[src/rtl/uart_rx_pkg.sv]
package uart_rx_pkg;

   typedef enum logic [2:0] {
      RX_IDLE,
      RX_START,
      RX_DATA,
      RX_PAR,
      RX_STOP,
      RX_STOP2,
      RX_REARM
   } rx_state_t;

   localparam int FLG_FRAME   = 0;
   localparam int FLG_PARITY  = 1;
   localparam int FLG_OVERRUN = 2;
   localparam int FLG_COUNT   = 3;

   // 1 when data plus parity bit do not match the selected sense
   function automatic logic parity_bad(input logic ones_odd, input logic par_bit,
                                       input logic want_odd);
      return (ones_odd ^ par_bit) != want_odd;
   endfunction

endpackage

[src/rtl/rx_sync.sv]
module rx_sync #(
   parameter int STAGES    = 2,
   parameter bit RESET_VAL = 1'b1
) (
   input  logic clk,
   input  logic rst_n,
   input  logic d,
   output logic q
);

   generate
      if (STAGES < 1) begin : g_bad
         $error("rx_sync: STAGES must be at least 1");
      end
      if (STAGES == 1) begin : g_one
         logic r;
         always_ff @(posedge clk or negedge rst_n) begin
            if (!rst_n) r <= RESET_VAL;
            else        r <= d;
         end
         assign q = r;
      end else begin : g_chain
         logic [STAGES-1:0] r;
         always_ff @(posedge clk or negedge rst_n) begin
            if (!rst_n) r <= {STAGES{RESET_VAL}};
            else        r <= {r[STAGES-2:0], d};
         end
         assign q = r[STAGES-1];
      end
   endgenerate

endmodule

[src/rtl/rx_framer.sv]
module rx_framer
   import uart_rx_pkg::*;
#(
   parameter int DATA_BITS  = 8,
   parameter int OVERSAMPLE = 16
) (
   input  logic                 clk,
   input  logic                 rst_n,
   input  logic                 tick,
   input  logic                 rxs,
   input  logic                 cfg_par_en,
   input  logic                 cfg_par_odd,
   input  logic                 cfg_two_stop,
   output logic                 start_ok,
   output logic                 frame_done,
   output logic [DATA_BITS-1:0] fr_data,
   output logic                 fr_par_bit,
   output logic                 fr_par_chk,
   output logic                 fr_par_odd,
   output logic                 fr_stop_bad
);

   localparam int CNT_W = $clog2(OVERSAMPLE);
   localparam int BIT_W = $clog2(DATA_BITS + 1);
   localparam logic [CNT_W-1:0] CNT_LAST = CNT_W'(OVERSAMPLE - 1);
   localparam logic [CNT_W-1:0] CNT_MID  = CNT_W'(OVERSAMPLE / 2 - 1);
   localparam logic [BIT_W-1:0] BIT_LAST = BIT_W'(DATA_BITS - 1);

   rx_state_t           st;
   logic [CNT_W-1:0]    cnt;
   logic [BIT_W-1:0]    bitn;
   logic [DATA_BITS-1:0] shreg;
   logic                par_q, stop_bad_q;
   logic                en_q, odd_q, two_q;
   logic                at_end;

   assign at_end = tick && (cnt == CNT_LAST);

   always_ff @(posedge clk or negedge rst_n) begin
      if (!rst_n) begin
         st         <= RX_IDLE;
         cnt        <= '0;
         bitn       <= '0;
         shreg      <= '0;
         par_q      <= 1'b0;
         stop_bad_q <= 1'b0;
         en_q       <= 1'b0;
         odd_q      <= 1'b0;
         two_q      <= 1'b0;
         start_ok   <= 1'b0;
         frame_done <= 1'b0;
      end else begin
         start_ok   <= 1'b0;
         frame_done <= 1'b0;
         unique case (st)
            RX_IDLE: begin
               if (tick && !rxs) begin
                  st  <= RX_START;
                  cnt <= '0;
               end
            end
            RX_START: begin
               if (tick) begin
                  if (cnt == CNT_MID) begin
                     cnt <= '0;
                     if (!rxs) begin
                        start_ok <= 1'b1;
                        st       <= RX_DATA;
                        bitn     <= '0;
                        en_q     <= cfg_par_en;
                        odd_q    <= cfg_par_odd;
                        two_q    <= cfg_two_stop;
                     end else begin
                        st <= RX_IDLE;
                     end
                  end else begin
                     cnt <= cnt + 1'b1;
                  end
               end
            end
            RX_DATA: begin
               if (at_end) begin
                  cnt   <= '0;
                  shreg <= {rxs, shreg[DATA_BITS-1:1]};
                  if (bitn == BIT_LAST) st <= en_q ? RX_PAR : RX_STOP;
                  else                  bitn <= bitn + 1'b1;
               end else if (tick) begin
                  cnt <= cnt + 1'b1;
               end
            end
            RX_PAR: begin
               if (at_end) begin
                  cnt   <= '0;
                  par_q <= rxs;
                  st    <= RX_STOP;
               end else if (tick) begin
                  cnt <= cnt + 1'b1;
               end
            end
            RX_STOP: begin
               if (at_end) begin
                  cnt        <= '0;
                  stop_bad_q <= !rxs;
                  frame_done <= 1'b1;
                  st         <= two_q ? RX_STOP2 : RX_REARM;
               end else if (tick) begin
                  cnt <= cnt + 1'b1;
               end
            end
            RX_STOP2: begin
               // second stop bit is timed but not checked
               if (at_end) begin
                  cnt <= '0;
                  st  <= RX_REARM;
               end else if (tick) begin
                  cnt <= cnt + 1'b1;
               end
            end
            RX_REARM: begin
               if (rxs) st <= RX_IDLE;
            end
            default: st <= RX_IDLE;
         endcase
      end
   end

   assign fr_data     = shreg;
   assign fr_par_bit  = par_q;
   assign fr_par_chk  = en_q;
   assign fr_par_odd  = odd_q;
   assign fr_stop_bad = stop_bad_q;

endmodule

[src/rtl/rx_buffer.sv]
module rx_buffer
   import uart_rx_pkg::*;
#(
   parameter int DATA_BITS = 8
) (
   input  logic                 clk,
   input  logic                 rst_n,
   input  logic                 start_ok,
   input  logic                 frame_done,
   input  logic [DATA_BITS-1:0] fr_data,
   input  logic                 fr_par_bit,
   input  logic                 fr_par_chk,
   input  logic                 fr_par_odd,
   input  logic                 fr_stop_bad,
   input  logic                 rd,
   output logic [DATA_BITS-1:0] buf_data,
   output logic                 buf_full,
   output logic                 hold_v,
   output logic [FLG_COUNT-1:0] set_vec
);

   logic [DATA_BITS-1:0] hold_data;
   logic                 hold_par_bit, hold_par_chk, hold_par_odd, hold_stop_bad;
   logic                 move_hold, load_direct;
   logic                 pe_direct, pe_hold;

   assign move_hold   = rd && buf_full && hold_v;
   assign load_direct = frame_done && (!buf_full || (rd && !hold_v));

   assign pe_direct = fr_par_chk &&
                      parity_bad(^fr_data, fr_par_bit, fr_par_odd);
   assign pe_hold   = hold_par_chk &&
                      parity_bad(^hold_data, hold_par_bit, hold_par_odd);

   always_comb begin
      set_vec              = '0;
      set_vec[FLG_FRAME]   = (load_direct && fr_stop_bad) ||
                             (move_hold && hold_stop_bad);
      set_vec[FLG_PARITY]  = (load_direct && pe_direct) ||
                             (move_hold && pe_hold);
      set_vec[FLG_OVERRUN] = start_ok && buf_full && hold_v && !move_hold;
   end

   always_ff @(posedge clk or negedge rst_n) begin
      if (!rst_n) begin
         buf_data      <= '0;
         buf_full      <= 1'b0;
         hold_v        <= 1'b0;
         hold_data     <= '0;
         hold_par_bit  <= 1'b0;
         hold_par_chk  <= 1'b0;
         hold_par_odd  <= 1'b0;
         hold_stop_bad <= 1'b0;
      end else begin
         if (rd && buf_full) begin
            if (hold_v) begin
               buf_data <= hold_data;
               hold_v   <= 1'b0;
            end else begin
               buf_full <= 1'b0;
            end
         end
         if (frame_done) begin
            if (load_direct) begin
               buf_data <= fr_data;
               buf_full <= 1'b1;
            end else begin
               hold_data     <= fr_data;
               hold_par_bit  <= fr_par_bit;
               hold_par_chk  <= fr_par_chk;
               hold_par_odd  <= fr_par_odd;
               hold_stop_bad <= fr_stop_bad;
               hold_v        <= 1'b1;
            end
         end
      end
   end

endmodule

[src/rtl/rx_flags.sv]
module rx_flags #(
   parameter int N = 3
) (
   input  logic         clk,
   input  logic         rst_n,
   input  logic [N-1:0] set_vec,
   input  logic         wr,
   input  logic [N-1:0] wdata,
   output logic [N-1:0] flags
);

   generate
      for (genvar i = 0; i < N; i++) begin : g_flag
         always_ff @(posedge clk or negedge rst_n) begin
            if (!rst_n) flags[i] <= 1'b0;
            else        flags[i] <= set_vec[i] | (flags[i] & ~(wr & wdata[i]));
         end
      end
   endgenerate

endmodule

[src/rtl/uart_rx_errflags.sv]
module uart_rx_errflags
   import uart_rx_pkg::*;
#(
   parameter int DATA_BITS   = 8,
   parameter int OVERSAMPLE  = 16,
   parameter int SYNC_STAGES = 2
) (
   input  logic                 clk,
   input  logic                 rst_n,
   input  logic                 os_tick,
   input  logic                 rx_line,
   input  logic                 parity_on,
   input  logic                 parity_odd,
   input  logic                 stop2_sel,
   input  logic                 buf_rd,
   output logic [DATA_BITS-1:0] buf_data,
   output logic                 buf_full,
   input  logic                 flag_wr,
   input  logic [2:0]           flag_wdata,
   output logic                 flag_frame,
   output logic                 flag_parity,
   output logic                 flag_overrun
);

   generate
      if (DATA_BITS < 5 || DATA_BITS > 9) begin : g_bad_bits
         $error("uart_rx_errflags: DATA_BITS out of range 5..9");
      end
      if (OVERSAMPLE < 4 || (OVERSAMPLE % 2) != 0) begin : g_bad_ovs
         $error("uart_rx_errflags: OVERSAMPLE must be even and >= 4");
      end
      if (FLG_COUNT != 3) begin : g_bad_flags
         $error("uart_rx_errflags: flag port width mismatch");
      end
   endgenerate

   logic                 rxs;
   logic                 start_ok, frame_done;
   logic [DATA_BITS-1:0] fr_data;
   logic                 fr_par_bit, fr_par_chk, fr_par_odd, fr_stop_bad;
   logic                 hold_v;
   logic [FLG_COUNT-1:0] set_vec;
   logic [FLG_COUNT-1:0] flags;

   rx_sync #(.STAGES(SYNC_STAGES), .RESET_VAL(1'b1)) u_sync (
      .clk   (clk),
      .rst_n (rst_n),
      .d     (rx_line),
      .q     (rxs)
   );

   rx_framer #(.DATA_BITS(DATA_BITS), .OVERSAMPLE(OVERSAMPLE)) u_framer (
      .clk          (clk),
      .rst_n        (rst_n),
      .tick         (os_tick),
      .rxs          (rxs),
      .cfg_par_en   (parity_on),
      .cfg_par_odd  (parity_odd),
      .cfg_two_stop (stop2_sel),
      .start_ok     (start_ok),
      .frame_done   (frame_done),
      .fr_data      (fr_data),
      .fr_par_bit   (fr_par_bit),
      .fr_par_chk   (fr_par_chk),
      .fr_par_odd   (fr_par_odd),
      .fr_stop_bad  (fr_stop_bad)
   );

   rx_buffer #(.DATA_BITS(DATA_BITS)) u_buffer (
      .clk         (clk),
      .rst_n       (rst_n),
      .start_ok    (start_ok),
      .frame_done  (frame_done),
      .fr_data     (fr_data),
      .fr_par_bit  (fr_par_bit),
      .fr_par_chk  (fr_par_chk),
      .fr_par_odd  (fr_par_odd),
      .fr_stop_bad (fr_stop_bad),
      .rd          (buf_rd),
      .buf_data    (buf_data),
      .buf_full    (buf_full),
      .hold_v      (hold_v),
      .set_vec     (set_vec)
   );

   rx_flags #(.N(FLG_COUNT)) u_flags (
      .clk     (clk),
      .rst_n   (rst_n),
      .set_vec (set_vec),
      .wr      (flag_wr),
      .wdata   (flag_wdata),
      .flags   (flags)
   );

   assign flag_frame   = flags[FLG_FRAME];
   assign flag_parity  = flags[FLG_PARITY];
   assign flag_overrun = flags[FLG_OVERRUN];

endmodule

[config.mk]
export PLATFORM = sky130hd
export DESIGN_NAME = uart_rx_errflags
export DESIGN_NICKNAME = d
export VERILOG_FILES = /design/src/rtl/uart_rx_pkg.sv /design/src/rtl/rx_sync.sv /design/src/rtl/rx_framer.sv /design/src/rtl/rx_buffer.sv /design/src/rtl/rx_flags.sv /design/src/rtl/uart_rx_errflags.sv
export SDC_FILE = /design/constraint.sdc
export NUM_CORES = 1
export LEC_CHECK = 0
export ABC_AREA = 1
export BUFFER_PORTS_ARGS = -buffer_cell sky130_fd_sc_hd__buf_2
export CAP_MARGIN = 20
export CORE_ASPECT_RATIO = 0.75
export CORE_UTILIZATION = 50
export DETAILED_ROUTE_END_ITERATION = 8
export GPL_TIMING_DRIVEN = 0
export PLACE_DENSITY = 0.77
export SYNTH_ARGS = -nofsm -noshare
export SYNTH_HDL_FRONTEND = slang
export SYNTH_SLANG_ARGS = --single-unit
[constraint.sdc]
create_clock -name clk -period 1.9 [get_ports clk]
set_input_delay 0.285 -clock clk [delete_from_list [all_inputs] [get_ports clk]]
set_output_delay 0.285 -clock clk [all_outputs]
set_load 0.005 [all_outputs]
# Yosys cells after proc, flatten, opt, wreduce, memory -nomap -nowiden
# Index checks and enable logic that the tools add are counted.
# op_classes
n_div,0
mul,0
reduce_logical,36
n_eq_ne,23
shifts,0
n_mux,42
bitwise_logic,16
add_sub_neg,2
n_lt_le_gt_ge,0
# op_table
cell,count
two-way mux 4 bit,10
two-way mux 8 bit,4
two-way mux 3 bit,10
one-hot mux 3 bit (7 select lines),1
XOR reduction 8 bit,2
logical AND 1 bit,15
"!= test 2 x 1 -> 1 bit, second input constant",7
two-way mux 1 bit,13
one-hot mux 4 bit (3 select lines),1
"equality test 3 bit, second input constant",3
AND reduction 9 bit,1
"adder 4 x 1 -> 4 bit, second input constant",2
"equality test 4 x 3 -> 1 bit, second input constant",2
"!= test 2 bit, second input constant",4
one-hot mux 4 bit (2 select lines),1
AND reduction 2 bit,4
AND reduction 4 bit,2
bitwise AND 1 bit,6
"equality test 3 x 2 -> 1 bit, second input constant",2
AND reduction 6 bit,1
NOT 1 bit,5
"equality test 4 bit, second input constant",1
zero test 1 bit,4
two-way mux 2 bit,2
other kinds (10),16
# totals
regBits,53
wordCells,142
mem_bits_ro,0
mem_count,0
ramBits,0
latch_bits,0
output_inout_bits,12
input_bits,12

# Longest topological paths before layout
# logic_depth
depth_word,7
mapped_depth,10
ltp_nobuf,10

# Cells and area by module
# Synthesis repeated with hierarchy kept, for this count alone.
# unflattened
hier_cells,394
area_unflattened_um2,2967.8
# modules_own_cells
mod,cells_per_inst,seq_area_each_um2,instances,area_each_um2
rx_framer,183,650.6,1,1418.9
rx_buffer,194,550.5,1,1376.3
rx_flags,15,75.1,1,120.1
rx_sync,2,52.6,1,52.6

# Least setup slack after synthesis
# Ideal clock, no wire load.
# synth_timing
kind,register to register
start,register u_framer.cnt[0]
end,register u_framer.bitn[3]
setup_slack_ps,499
synth_period_minus_slack_ps,1401
arrival_time_ps,1280
stages_incl_launch_ff,11
required_time_ps,1779
setup_ps,121
n_path_buf,0
cell_sequence,dfrtp_1 > ha_1 > nand2_1 > inv_1 > nand3_2 > nor2_8 > nand2_4 > nand2_2 > o21ai_4 > nand2_1 > o21ai_2
# synth_between
elab_chain_len,4
elab_cells_between_ends,6
classes_between,eq/ne: 4; reduce/logical: 2
# synth_lines
item,line,rtl
from (decl),rx_framer.sv:30,logic [CNT_W-1:0] cnt;
from (signal assigned),rx_framer.sv:77,cnt <= cnt + 1'b1;
from (signal assigned),rx_framer.sv:88,cnt <= cnt + 1'b1;
from (signal assigned),rx_framer.sv:97,cnt <= cnt + 1'b1;
equality test 4 bit,rx_framer.sv:37,assign at_end = tick && (cnt == CNT_LAST);
logical AND 1 bit,rx_framer.sv:37,
!= test 2 x 1 -> 1 bit (no line),--,
AND reduction 6 bit (no line) (*),--,
to (signal assigned),rx_framer.sv:86,else bitn <= bitn + 1'b1;
to (decl),rx_framer.sv:31,logic [BIT_W-1:0] bitn;
# Mark *: on every way between the ends. The rest lies on a longest branch, timed or not.
# A chain may end at the register's enable or synchronous reset.

# Final worst setup path
# layout_timing
start,register u_framer.cnt[0]
end,"register u_framer.en_q, in the netlist u_framer.fr_par_chk"
# layout_between
elab_chain_len,2
# layout_lines
item,line,rtl
equality test 4 x 3 -> 1 bit,rx_framer.sv:64,if (cnt == CNT_MID) begin
AND reduction 4 bit (no line),--,
to (signal assigned),rx_framer.sv:70,en_q <= cfg_par_en;
to (decl),rx_framer.sv:34,"logic en_q, odd_q, two_q;"
# Every way passes these cells.

==> run metrics <==
min Tclk post-route=1.60 ns; H-tree levels=2; Clock Path Buffers=2; core area=5380 µm²; GRT Total Usage=21.2%; die area=5910 µm²; row cnt=23; peak supply drop=453 µV; worst hold path class=in2reg; WS Path Type=reg2reg; root buf cell=clkbuf_8; final setup fails=0; Slew @ Worst Pin=0.482 ns; post-CTS setup buffers=0; CTS sink cnt=53; Critical Path Start Type=flop; initial antenna violation count=0; met3 routed WL=226 µm; met2 wire len=2420 µm; via count=2,250; nature of the critical path endpoint=flop; Syn Std Cell Area=2800 µm²; 1st-iter DRT viols=184; final period utilization=84.5%; Worst EP arrival=1.80 ns; dpl hpwl=4120 µm; register area share after synthesis=47.4%; largest net degree at the start of global routing=35; Yosys reg bits=53; number of max-cap violations=0; Static Leak=1.64 nW; port bufs=23; fmax=0.623 GHz; Initial Util=52.1%; Pre-Repair DR Iteration Count=4; wl on met1=2750 µm; clk slew on worst S/H paths=0.10 ns; Yosys Warn Count=0; pre-CTS WS=0.345 ns; Critical Path RT=2.09 ns; nets@finish=384; Layout area overhead=11.8%; RSZ-0062 raised after global routing=false; ys flop type=dfrtp_1; Syn Inst Count=336; die width=88.5 µm; gpl congestion=0.867; IO Pins=24; DIE HEIGHT=66.9 µm; total CTS buffers=5; layout cells sized above 1=20.1%; Worst Hold Slack=0.0532 ns; worst setup margin=0.295 ns; Post-Syn Nets=352; EDFF count, synth=0; Max FO, Critical Path=7; power density over the cells=820 nW/µm²; final hold violation count=0; DRC Markers=0; Multi-input gate area=1250 µm²; synth unique cells=36; post-synthesis async set-or-reset flop share=100%; Diodes inserted=0; Syn Area/Cell=8.35 µm²; first-pass GRT wire length=9320 µm; Max Used Layer=met4; Setup TNS Final=0 ns; vias in the first global route=2,064; CTS resizes=0; Fillers=490; slew margin rel.=67.8%; Clock Skews=0.00755 ns; drt total wl=5480 µm; Storage cell area=1330 µm²; Clock Latency Late Sink=0.32 ns; Antenna Violating Nets Remaining=0; status=finished clean; Final Slew Violations=0; CTS tree=done; number of vias per cell=5.07; wire per inst=12.3 µm; GR Overflow Total=0
[cells by family after synthesis]
logic type      Yosys count  synth area share (%)
buf+inv                  53                  7.85
xor+xnor                 10                  3.12
simple gates            142                  23.9
fa+ha+maj                 4                  1.78
flops                    53                  47.4
mux                       1                 0.402
compound gates           73                  15.5
[cell usage after synthesis (all sizes together), types with 2 or more instances]
library cell	count	area (µm²)
dfstp	2	52.6
nand2	95	379
nand3	17	108
nor2	25	138
dfrtp	51	1280
xor2	5	43.8
nand4	3	33.8
xnor2	5	43.8
o21ai	47	258
ha	4	50.1
buf	4	31.3
a21oi	22	148
inv	49	189
or2	2	12.5
[sequential cells by signal, indices dropped and copies added (netlist names), 2 cells and up]
signal / flops
u_framer.bitn: 4
u_flags.flags: 3
u_buffer.hold_data: 8
u_buffer.buf_data: 8
u_framer.st: 3
u_framer.fr_data: 8
u_framer.cnt: 4
u_sync.g_chain.r: 2
[area by class of cell]
| cell class | count | share of cell area [%] |
|---|---|---|
| flip-flops and latches | 53 | 42.4 |
| well taps | 75 | 2.99 |
| inverters | 49 | 6.03 |
| clock inverters | 3 | 0.719 |
| plain buffers | 4 | 0.998 |
| clock buffers | 5 | 2.20 |
| repair buffers | 25 | 4.63 |
| multi-input cells | 230 | 40.0 |
[final timing paths]
| check | slack [ns] | startpoint | cells past startpoint | end |
|---|---|---|---|---|
| max reg2reg | 0.30 | u_framer.cnt[0] | 6 | u_framer.fr_par_chk |
| min | 0.05 | rx_line | 1 | u_sync.g_chain.r[0] |
| min reg2reg | 0.37 | u_sync.g_chain.r[0] | 0 | u_sync.g_chain.r[1] |
| max in group asynchronous | 0.90 | rst_n | 3 | u_framer.fr_data[4] |
| min in group asynchronous | 0.45 | rst_n | 2 | u_buffer.buf_data[2] |
| max | 0.30 | u_framer.cnt[0] | 6 | u_framer.fr_par_chk |
[per-layer routing]
layer  vias to the layer above  track usage, %
li1                       1147               -
met1                      1052            29.5
met2                        43            33.0
met3                         8            4.09
met4                         0            7.26
met5                         -               0
[cell usage in the layout (no fill, tap or decap), types with 7 or more instances in the layout]
cell type   n
nand2_1    90
dfrtp_1    51
inv_1      44
o21ai_0    30
buf_2      24
nor2_1     17
a21oi_1    14
nand3_1    14
o21ai_1    13
a21oi_2     7
[worst max-delay path, stage by stage, from the launching register on]
cell,delay (ns)
dfrtp_1,0.41
ha_1,0.19
nand2_1,0.08
nor2_1,0.19
nand4_1,0.18
nor2_2,0.29
o21ai_0,0.14
[stage by stage]
step / utilization (%) / total power [mW] / cell area (µm²) / instances
2_1_floorplan: - / 1.79 / 2800 / 336
3_3_place_gp: 56.0 / 1.91 / 3010 / 434
3_5_place_dp: 56.4 / 1.94 / 3030 / 435
4_1_cts: 58.2 / 2.60 / 3130 / 444
5_1_grt: 58.2 / 2.73 / 3130 / 444
6_report: 58.2 / 2.57 / 3130 / 444
[repair_timing]
| action | in CTS | in global routing |
|---|---|---|
| setup endpoints to repair | 0 | 0 |
| hold buffers | 1 | 0 |
| endpoints found under the hold margin | 17 | 0 |
[power breakdown]
part | internal [mW] | switching, mW
Sequential | 1.20 | 0.0897
Clock | 0.262 | 0.387
Combinational | 0.225 | 0.411
Total | 1.68 | 0.888
Power figures use the tool's default switching activity.
